<file path="config.mk">
export PLATFORM = sky130hd
export DESIGN_NAME = sla_spatial_scope
export DESIGN_NICKNAME = d
export VERILOG_FILES = /design/src/rtl/sla_pkg.sv /design/src/rtl/sla_trig_match.sv /design/src/rtl/sla_capture_ctrl.sv /design/src/rtl/sla_hist_ram.sv /design/src/rtl/sla_spatial_scope.sv
export SDC_FILE = /design/constraint.sdc
export NUM_CORES = 2
export LEC_CHECK = 0
export BUFFER_PORTS_ARGS = -buffer_cell sky130_fd_sc_hd__buf_2
export CAP_MARGIN = 40
export CORE_MARGIN = 1
export CORE_UTILIZATION = 45
export CTS_CLUSTER_SIZE = 8
export DETAILED_ROUTE_END_ITERATION = 8
export PLACE_DENSITY = 0.69
export SYNTH_ARGS = -nofsm -noshare
export SYNTH_HDL_FRONTEND = slang
export SYNTH_SLANG_ARGS = --single-unit
</file>
<file path="constraint.sdc">
create_clock -name clk -period 9.6 [get_ports clk]
set_input_delay 1.44 -clock clk [delete_from_list [all_inputs] [get_ports clk]]
set_output_delay 1.44 -clock clk [all_outputs]
set_load 0.01 [all_outputs]
</file>
<file path="src/rtl/sla_pkg.sv">
package sla_pkg;

  typedef enum logic [1:0] {
    ST_IDLE  = 2'd0,
    ST_ARMED = 2'd1,
    ST_POST  = 2'd2,
    ST_DONE  = 2'd3
  } cap_state_e;

  typedef enum logic [1:0] {
    MODE_PAT = 2'b00,
    MODE_CNT = 2'b01,
    MODE_AND = 2'b10,
    MODE_OR  = 2'b11
  } trig_mode_e;

endpackage

</file>
<file path="src/rtl/sla_trig_match.sv">
module sla_trig_match
  import sla_pkg::*;
#(
  parameter int ROWS = 4,
  parameter int COLS = 4,
  localparam int N  = ROWS * COLS,
  localparam int CW = $clog2(N + 1)
) (
  input  logic [N-1:0]  hit,
  input  logic [N-1:0]  clus,
  input  logic [N-1:0]  care,
  input  logic [N-1:0]  value,
  input  logic [CW-1:0] min_cl,
  input  logic [1:0]    mode,
  output logic          fire
);

  logic [ROWS-1:0] row_ok;
  logic            pat_ok;
  logic            cnt_ok;
  logic [CW-1:0]   cnt;

  // per-row pattern compare: a cared pixel must equal its value
  for (genvar r = 0; r < ROWS; r++) begin : g_row
    logic [COLS-1:0] h_r, v_r, c_r;
    assign h_r = hit[r*COLS +: COLS];
    assign v_r = value[r*COLS +: COLS];
    assign c_r = care[r*COLS +: COLS];
    assign row_ok[r] = &(~c_r | ~(h_r ^ v_r));
  end

  assign pat_ok = &row_ok;

  always_comb begin
    cnt = '0;
    for (int i = 0; i < N; i++) cnt = cnt + CW'(clus[i]);
  end

  assign cnt_ok = (cnt >= min_cl);

  always_comb begin
    unique case (trig_mode_e'(mode))
      MODE_PAT: fire = pat_ok;
      MODE_CNT: fire = cnt_ok;
      MODE_AND: fire = pat_ok & cnt_ok;
      MODE_OR:  fire = pat_ok | cnt_ok;
      default:  fire = 1'b0;
    endcase
  end

  // in AND mode a fire must have both parts true
  always_comb begin
    if (trig_mode_e'(mode) == MODE_AND && fire)
      p_and_needs_both_r4: assert (pat_ok && cnt_ok);
  end

endmodule

</file>
<file path="src/rtl/sla_capture_ctrl.sv">
module sla_capture_ctrl
  import sla_pkg::*;
#(
  parameter int PRE  = 63,
  parameter int POST = 64,
  localparam int AW = $clog2(PRE + POST + 1),
  localparam int FW = $clog2(PRE + 1),
  localparam int PW = $clog2(POST + 1)
) (
  input  logic          clk,
  input  logic          rst_n,
  input  logic          arm,
  input  logic          in_valid,
  input  logic          fire,
  output logic          wr_en,
  output logic [AW-1:0] wr_addr,
  output logic [AW-1:0] trig_addr,
  output cap_state_e    state
);

  logic [FW-1:0] fill;
  logic [PW-1:0] post_cnt;
  logic          fill_full;
  logic          take_trig;
  logic          post_last;

  assign fill_full = (fill == FW'(PRE));
  assign wr_en     = in_valid && (state == ST_ARMED || state == ST_POST);
  assign take_trig = in_valid && state == ST_ARMED && fill_full && fire;
  assign post_last = (post_cnt == PW'(POST - 1));

  always_ff @(posedge clk) begin
    if (!rst_n) begin
      state     <= ST_IDLE;
      wr_addr   <= '0;
      trig_addr <= '0;
      fill      <= '0;
      post_cnt  <= '0;
    end else begin
      if (wr_en) wr_addr <= wr_addr + 1'b1;
      if (arm) begin
        state    <= ST_ARMED;
        fill     <= '0;
        post_cnt <= '0;
      end else begin
        unique case (state)
          ST_ARMED: begin
            if (in_valid && !fill_full) fill <= fill + 1'b1;
            if (take_trig) begin
              state     <= ST_POST;
              trig_addr <= wr_addr;
              post_cnt  <= '0;
            end
          end
          ST_POST: begin
            if (in_valid) begin
              post_cnt <= post_cnt + 1'b1;
              if (post_last) state <= ST_DONE;
            end
          end
          default: ;
        endcase
      end
    end
  end

  // no trigger is taken before the pre-trigger history is full
  p_fill_gate_r6: assert property (@(posedge clk) disable iff (!rst_n)
    (state == ST_ARMED && !arm && !fill_full) |=> state != ST_POST);

  // a frozen capture neither writes nor moves its trigger address
  p_done_frozen_r7: assert property (@(posedge clk) disable iff (!rst_n)
    (state == ST_DONE && !arm) |=> (state == ST_DONE && $stable(wr_addr)
                                    && $stable(trig_addr)));

  // arm always lands in the armed state
  p_arm_restart_r12: assert property (@(posedge clk) disable iff (!rst_n)
    arm |=> state == ST_ARMED);

endmodule

</file>
<file path="src/rtl/sla_hist_ram.sv">
module sla_hist_ram #(
  parameter int W  = 32,
  parameter int AW = 7,
  localparam int DEPTH = 1 << AW
) (
  input  logic          clk,
  input  logic          we,
  input  logic [AW-1:0] waddr,
  input  logic [W-1:0]  wdata,
  input  logic          re,
  input  logic [AW-1:0] raddr,
  output logic [W-1:0]  rdata
);

  logic [W-1:0] mem [DEPTH];

  always_ff @(posedge clk) begin
    if (we) mem[waddr] <= wdata;
    if (re) rdata <= mem[raddr];
  end

endmodule

</file>
<file path="src/rtl/sla_spatial_scope.sv">
module sla_spatial_scope
  import sla_pkg::*;
#(
  parameter int ROWS = 4,
  parameter int COLS = 4,
  parameter int PRE  = 63,
  parameter int POST = 64,
  localparam int N  = ROWS * COLS,
  localparam int CW = $clog2(N + 1),
  localparam int AW = $clog2(PRE + POST + 1),
  localparam int OW = AW + 1
) (
  input  logic          clk,
  input  logic          rst_n,
  input  logic          in_valid,
  input  logic [N-1:0]  in_hit,
  input  logic [N-1:0]  in_clus,
  input  logic [N-1:0]  cfg_care,
  input  logic [N-1:0]  cfg_value,
  input  logic [CW-1:0] cfg_min_clusters,
  input  logic [1:0]    cfg_mode,
  input  logic          arm,
  output logic          st_armed,
  output logic          st_triggered,
  output logic          st_done,
  input  logic          req_valid,
  output logic          req_ready,
  input  logic [OW-1:0] req_offset,
  output logic          rsp_valid,
  input  logic          rsp_ready,
  output logic          rsp_inwin,
  output logic [N-1:0]  rsp_hit,
  output logic [N-1:0]  rsp_clus
);

  logic          fire;
  logic          wr_en;
  logic [AW-1:0] wr_addr;
  logic [AW-1:0] trig_addr;
  cap_state_e    state;
  logic [2*N-1:0] rd_word;
  logic          req_acc;
  logic          off_inwin;
  logic [AW-1:0] rd_addr;
  logic signed [OW-1:0] off_s;
  logic          rsp_v_q;
  logic          inwin_q;

  sla_trig_match #(.ROWS(ROWS), .COLS(COLS)) u_match (
    .hit(in_hit), .clus(in_clus), .care(cfg_care), .value(cfg_value),
    .min_cl(cfg_min_clusters), .mode(cfg_mode), .fire(fire)
  );

  sla_capture_ctrl #(.PRE(PRE), .POST(POST)) u_ctrl (
    .clk(clk), .rst_n(rst_n), .arm(arm), .in_valid(in_valid), .fire(fire),
    .wr_en(wr_en), .wr_addr(wr_addr), .trig_addr(trig_addr), .state(state)
  );

  sla_hist_ram #(.W(2*N), .AW(AW)) u_ram (
    .clk(clk), .we(wr_en), .waddr(wr_addr), .wdata({in_hit, in_clus}),
    .re(req_acc), .raddr(rd_addr), .rdata(rd_word)
  );

  assign st_armed     = (state == ST_ARMED);
  assign st_triggered = (state == ST_POST);
  assign st_done      = (state == ST_DONE);

  // readout: one response slot, refilled when empty or draining
  assign req_ready = st_done && (!rsp_v_q || rsp_ready);
  assign req_acc   = req_valid && req_ready;
  assign off_s     = $signed(req_offset);
  assign off_inwin = (int'(off_s) >= -PRE) && (int'(off_s) <= POST);
  assign rd_addr   = trig_addr + req_offset[AW-1:0];

  always_ff @(posedge clk) begin
    if (!rst_n) begin
      rsp_v_q <= 1'b0;
      inwin_q <= 1'b0;
    end else if (req_acc) begin
      rsp_v_q <= 1'b1;
      inwin_q <= off_inwin;
    end else if (rsp_ready) begin
      rsp_v_q <= 1'b0;
    end
  end

  assign rsp_valid = rsp_v_q;
  assign rsp_inwin = inwin_q;
  assign rsp_hit   = inwin_q ? rd_word[2*N-1:N] : '0;
  assign rsp_clus  = inwin_q ? rd_word[N-1:0]   : '0;

  // status flags are mutually exclusive
  p_status_onehot_r7: assert property (@(posedge clk) disable iff (!rst_n)
    $onehot0({st_armed, st_triggered, st_done}));

  // reads are offered only on a frozen capture
  p_read_when_done_r10: assert property (@(posedge clk) disable iff (!rst_n)
    req_ready |-> st_done);

  // a stalled response holds still
  p_rsp_hold_r11: assert property (@(posedge clk) disable iff (!rst_n)
    (rsp_valid && !rsp_ready) |=> (rsp_valid && $stable(rsp_hit)
                                   && $stable(rsp_clus) && $stable(rsp_inwin)));

  // out-of-window responses carry no data
  p_zero_outside_r9: assert property (@(posedge clk) disable iff (!rst_n)
    (rsp_valid && !rsp_inwin) |-> (rsp_hit == '0 && rsp_clus == '0));

endmodule

</file>
## Yosys cells after proc, flatten, opt, wreduce, memory -nomap -nowiden

Memory sizes are Yosys's and may differ from the RTL's. A register that Yosys moved wholly into a read port is not among the register bits.
Index checks and enable logic that the tools add are counted.

- Register bits after elaboration: 31
- Memory bits (writable): 4,096
- Input bits: 85
- Output and inout port bits: 38
- Word-level logic and storage cells: 103
- Memories: 1

- $add $sub $neg: 19
- Magnitude comparators: 3
- Equal/unequal tests: 14
- Multiplexer cells: 15
- Bitwise logic cells: 20
- Reductions and logical operators: 23

Memory list:

| name | depth | width | read ports | clocked after memory_dff | wr ports | RTL line | RTL |
|---|---|---|---|---|---|---|---|
| u_ram.mem | 128 | 32 | 1 | 1 | 1 | sla_hist_ram.sv:15 | `logic [W-1:0] mem [DEPTH];` |

Operators by type and width:

| kind | count |
|---|---|
| 5-bit by 1-bit adder with 5-bit output | 14 |
| 16-bit 2-to-1 mux | 2 |
| 4-bit inverter | 8 |
| 4-bit bitwise OR | 4 |
| 16-bit AND reduction | 1 |
| 4-bit XOR | 4 |
| 7-bit by 1-bit adder with 7-bit output, second input constant | 2 |
| 7-bit 2-to-1 mux | 2 |
| 7-bit case mux with 2 select lines | 1 |
| 2-bit == test, second input constant | 4 |
| 8-bit by 7-bit greater-or-equal comparator with 1-bit output, second input constant | 1 |
| 8-bit less-or-equal comparator, second input constant | 1 |
| 1-bit logical AND | 8 |
| 4-bit AND reduction | 2 |
| 7-bit adder | 1 |
| 7-bit by 6-bit == test with 1-bit output, second input constant | 1 |
| 6-bit by 1-bit adder with 6-bit output, second input constant | 1 |
| 6-bit == test, second input constant | 1 |
| 2-bit 2-to-1 mux | 3 |
| 3-bit by 2-bit inequality test with 1-bit output, second input constant | 2 |
| 3-bit AND reduction | 2 |
| 5-bit greater-or-equal comparator | 1 |
| 1-bit 2-to-1 mux | 5 |
| 2-bit by 1-bit == test with 1-bit output, second input constant | 2 |
| other kinds (16) | 21 |

## Logic depth before layout (Yosys ltp)

- Depth in word-level cells: 22
- Mapped depth: 20
- Gate-level depth less buffers: 20

## By module

From an unflattened synthesis, not the netlist that was laid out.

- Cells, all modules: 6,318
- Area, all modules: 159,362.8 um2

By module, submodules not included:

| module | instances | cells an instance | area each (um2) | sequential area each (um2) |
|---|---|---|---|---|
| sla_hist_ram | 1 | 5,990 | 156,596.4 | 123,958.9 |
| sla_capture_ctrl | 1 | 149 | 1,408.9 | 580.6 |
| sla_trig_match | 1 | 93 | 749.5 | 0.0 |
| sla_spatial_scope | 1 | 86 | 608.1 | 40.0 |

## Worst setup path before layout

OpenSTA, ideal clock, no wires.

- Path type: in2reg
- Start: input in_clus[0]
- End: register u_ctrl.post_cnt[3]
- Setup time: 71 ps
- Arrival time: 6,397 ps
- Required time: 9,529 ps
- Path slack: 3,131 ps
- Stages: 16
- Buffers on the path: 0
- Cell sequence: ha_1 > inv_1 > fa_1 > fa_1 > fa_1 > fa_1 > fa_1 > fa_1 > inv_1 > ha_1 > a211oi_1 > o31a_1 > a2111oi_2 > a2111oi_2 > or4_1 > a21oi_1

- Word-level cells in the longest chain between the ends: 21
- Elaborated cells between the ends (all ways): 22
- Classes of those cells: 15 x add/sub; 1 x order compare; 1 x eq/ne; 1 x mux; 2 x bitwise; 2 x reduce/logical

RTL lines:

| element | RTL line | RTL |
|---|---|---|
| start, declared | sla_spatial_scope.sv:17 | `input logic [N-1:0] in_clus,` |
| 1-bit by 1-bit adder with 2-bit output * | sla_trig_match.sv:36 | `for (int i = 0; i < N; i++) cnt = cnt + CW'(clus[i]);` |
| 5-bit by 1-bit adder with 5-bit output * (14 in series) | sla_trig_match.sv:36 |  |
| 5-bit greater-or-equal comparator * | sla_trig_match.sv:39 | `assign cnt_ok = (cnt >= min_cl);` |
| 1-bit bitwise OR / 1-bit AND (equally long branches) | sla_trig_match.sv:46, sla_trig_match.sv:45 |  |
| 1-bit case mux with 4 select lines * | sla_trig_match.sv:42 | `unique case (trig_mode_e'(mode))` |
| 1-bit logical AND * | sla_capture_ctrl.sv:29 | `assign take_trig = in_valid && state == ST_ARMED && fill_full && fire;` |
| 2-bit by 1-bit inequality test with 1-bit output (no source line) * | - |  |
| 3-bit AND reduction (no source line) * | - |  |
| end signal, assigned | sla_capture_ctrl.sv:57 | `post_cnt <= post_cnt + 1'b1;` |
| end, declared | sla_capture_ctrl.sv:22 | `logic [PW-1:0] post_cnt;` |

Every way passes the cells marked *; elsewhere a longest branch is shown, timed or not.
A chain may end at the register's enable or synchronous reset.

## Worst setup path in the final report

- Start: input in_clus[1]
- End: register u_ctrl.post_cnt[3]

Same word-level chain as after synthesis.

==> qor.yml <==
die:
  core.rowCount: 218
  io_pins: 123
  initial_core_util_pct: 45.3
  die_h_um: 598
  core_sq_mm: 0.353
  die_w_um: 598
  die-area_sq_mm: 0.357
routing:
  drc_errors: 0
  ant_nets: 0
  first_pass_iters: 8
  dr.max_layer_used: "met5"
  drt_iter0_markers: 11000
  wl_met3_mm: 44.5
  viasPerCell: 6.30
  dr_wl_met2_mm: 196
  finalWirelength_mm: 411
  post_drt_wl_per_cell_um: 34.4
  wl_met1_mm: 158
  vias: 75300
clocking:
  cts_sinks: 4159
  cts_tree: "done"
  cts_setup_buffers: 0
  cts-root-buf: "clkbuf_16"
  htree_levels: 6
  cts_made_buffers: 590
  clock_latency_ps: 1020
  clockBufferDepth: 4
  clk_pin_slew_ps: 50
  postCtsHoldBufs: 0
  cts_resized: 0
status:
  status: "finished, final reports clean"
setup_path:
  cp_common_cell: "fa_1"
  crit_chain: "buf_4 -> ha_1 -> inv_1 -> fa_1 -> fa_1 -> fa_1 -> fa_1 -> fa_1 -> fa_1 -> inv_1 -> ha_1 -> a211oi_1 -> o31a_1 -> a2111oi_2 -> a2111oi_2 -> or4_1 -> a21oi_1"
  critPathRequiredTime_ps: 10530
  end_kind: "register"
  critical-path-slowest-cell: "a2111oi_2"
  crit_fanout: 66
  worstSetupPathType: "in -> reg"
  cp-start-kind: "input pin"
  arrival_ps: 7730
  slowest_delay_ps: 580
sta:
  period_minus_slack_ps: 6810
  tightest_slew_ps: 1010
  hold_viol_final: 0
  rsz0062_at_grt: "no"
  worst_slack_ps: 2790
  hold_slack_ps: 493
  slew_headroom_pct: 32.7
  finalMaxSlewViolations: 0
  fin_tns_setup_ps: 0
  skew_ps: 42.2
  fmax_ghz: 0.147
  fin_crit_sh_pct: 70.9
  finalSetupViolCount: 0
cells_and_area:
  layout.nets: 7227
  layout-drive-gt1-share_pct: 34.9
  areaGrowthSynthToFinish_pct: 15.7
  final_cell_area_sq_mm: 0.185
place:
  place_congestion: 0.859
  port_buffers: 122
  hpwlAfterDp_mm: 219
  pre_cts_ws_ps: 1900
  placed_cell_area_sq_mm: 0.169
logic_synthesis:
  synth_cell_types: 47
  synth_top_family_by_area: "multiplexers"
  ys_seq_elements: 4159
  synth.avg_cell_area_sq_um: 24.8
  synth-compound-area-share_pct: 0.232
  yosys_warnings: 0
  synthCells: 6439
  yosys.area_share.simple_pct: 0.813
  synth_xor_area_share_pct: 0.175
  async_flop_share_pct: 0
  yosysSeqAreaShare_pct: 78.0
  syn_nets: 6557
  synthAdderAreaFrac_pct: 0.310
  syn-cell-area_sq_mm: 0.160
  synthFlopType: "edfxtp_1"
  synthMuxAreaShare_pct: 19.5
  synth_edf_count: 4128
flow_run:
  drv.max_cap_violation_count: 0
global_route:
  first_global_vias: 76600
  antenna_found_initial: 19
  grt_max_degree: 127
  grt_pass1_wl_mm: 577
  overflow: 0
  grt_use_total_pct: 22.9
power_and_ir_drop:
  p_leak_nw: 58.0
  peakVddDrop_uv: 185
  p_switching_mw: 8.42
  power_frac_seq_pct: 49.7
  totalPowerFinal_mw: 40.3
  p_comb_share_pct: 4.9
  power_switching_share_pct: 20.9
  power_frac_clock_pct: 45.4
  cellInternalPower_mw: 31.9
  power_density_mw_per_mm2: 218
worst_hold_path:
  hp-class: "reg -> reg"
-- layer usage --
metal,GRT usage [%],vias to the layer above
li1,-,29000
met1,32.4,40800
met2,36.1,4769
met3,4.79,656
met4,7.10,4
met5,0,-
-- power by group through the flow --
| stage | registers [mW] | clock network [mW] | logic (mW) |
|---|---|---|---|
| finish | 20.0 | 18.3 | 1.97 |
| global placement | 20.4 | 0 | 1.89 |
| global route | 20.0 | 19.2 | 2.06 |
| CTS | 20.0 | 18.5 | 1.96 |
| floorplan | 20.4 | 0 | 1.05 |
| detailed placement | 20.4 | 0 | 1.96 |
-- cells by family (layout without fill, tap and decap cells) --
group,Yosys count,in the layout
DFF,4159,4159
muxes,1514,1514
buffers and inverters,368,1143
and+or+nand+nor,279,279
AOI/OAI and AO/OA,54,54
adders and majority gates,33,33
xor gates and xnor gates,32,32
other,0,16
-- area by class of cell --
type	instances	area, sq um
Fill cell	26100	168000
Sequential cell	4159	125000
Clock buffer	647	15200
Multi-Input combinational cell	1912	34700
Antenna cell	16	40.0
Clock inverter	50	732
Inverter	37	139
Timing Repair Buffer	409	3550
Tap cell	4730	5920
-- registers in the layout, indices dropped and copies added, names as in the netlist --
register / cells
u_ram.mem: 4096
u_ram.rdata: 32
u_ctrl.post_cnt: 7
u_ctrl.trig_addr: 7
u_ctrl.wr_addr: 7
u_ctrl.fill: 6
u_ctrl.state: 2
rsp_inwin: 1
rsp_valid: 1
-- through the flow --
stage          utilization (%)  std cells
2_1_floorplan                -       6439
3_3_place_gp              47.7      11200
3_5_place_dp              47.8      11200
4_1_cts                   52.4      11900
5_1_grt                   52.4      11900
6_report                  52.4      12000
-- cells in the mapped netlist (all sizes together) (8+ instances only) --
cell / count / share of area, %
a21oi: 17 / 0.053
a22oi: 8 / 0.038
and2: 33 / 0.13
buf: 160 / 0.47
clkbuf: 171 / 0.40
dfxtp: 31 / 0.39
edfxtp: 4128 / 78
fa: 11 / 0.14
ha: 22 / 0.17
inv: 36 / 0.085
mux2: 32 / 0.23
mux2i: 202 / 1.3
mux4: 1280 / 18
nand2: 22 / 0.052
nand3: 17 / 0.053
nand4: 9 / 0.035
nor2: 157 / 0.37
nor2b: 8 / 0.031
xnor2: 9 / 0.049
xor2: 23 / 0.13
-- path summary, 6_finish.rpt --
| check | from | endpoint | slack, ps | cells past startpoint |
|---|---|---|---|---|
| hold reg to reg | rsp_inwin | rsp_inwin | 490 | 2 |
| setup reg to reg | u_ctrl.trig_addr[0] | u_ram.rdata[2] | 3950 | 9 |
| hold / removal | rsp_inwin | rsp_inwin | 490 | 2 |
| setup / recovery | in_clus[1] | u_ctrl.post_cnt[3] | 2790 | 17 |
-- cells in the final DEF (no fill, tap or decap), types with 16 or more instances in the layout --
cell type / instances
edfxtp_1: 4128
mux4_2: 1280
clkbuf_16: 601
buf_4: 265
mux2i_1: 202
nor2_4: 128
buf_2: 90
clkbuf_1: 46
inv_1: 36
and2_1: 33
mux2_2: 32
buf_12: 32
dfxtp_1: 31
nor2_1: 29
xor2_1: 22
nand2_1: 21
ha_1: 21
inv_6: 20
clkinv_8: 18
a21oi_1: 17
diode_2: 16
nand3_1: 16
-- worst max-delay path: cells and delay by family --
family / cells / cell delay [ps]
AOI/OAI and AO/OA: 5 / 1420
buffers and inverters: 3 / 640
and+or+nand+nor: 1 / 560
adders and majority gates: 8 / 3570
No activity file was read; power rests on OpenSTA's default activity.
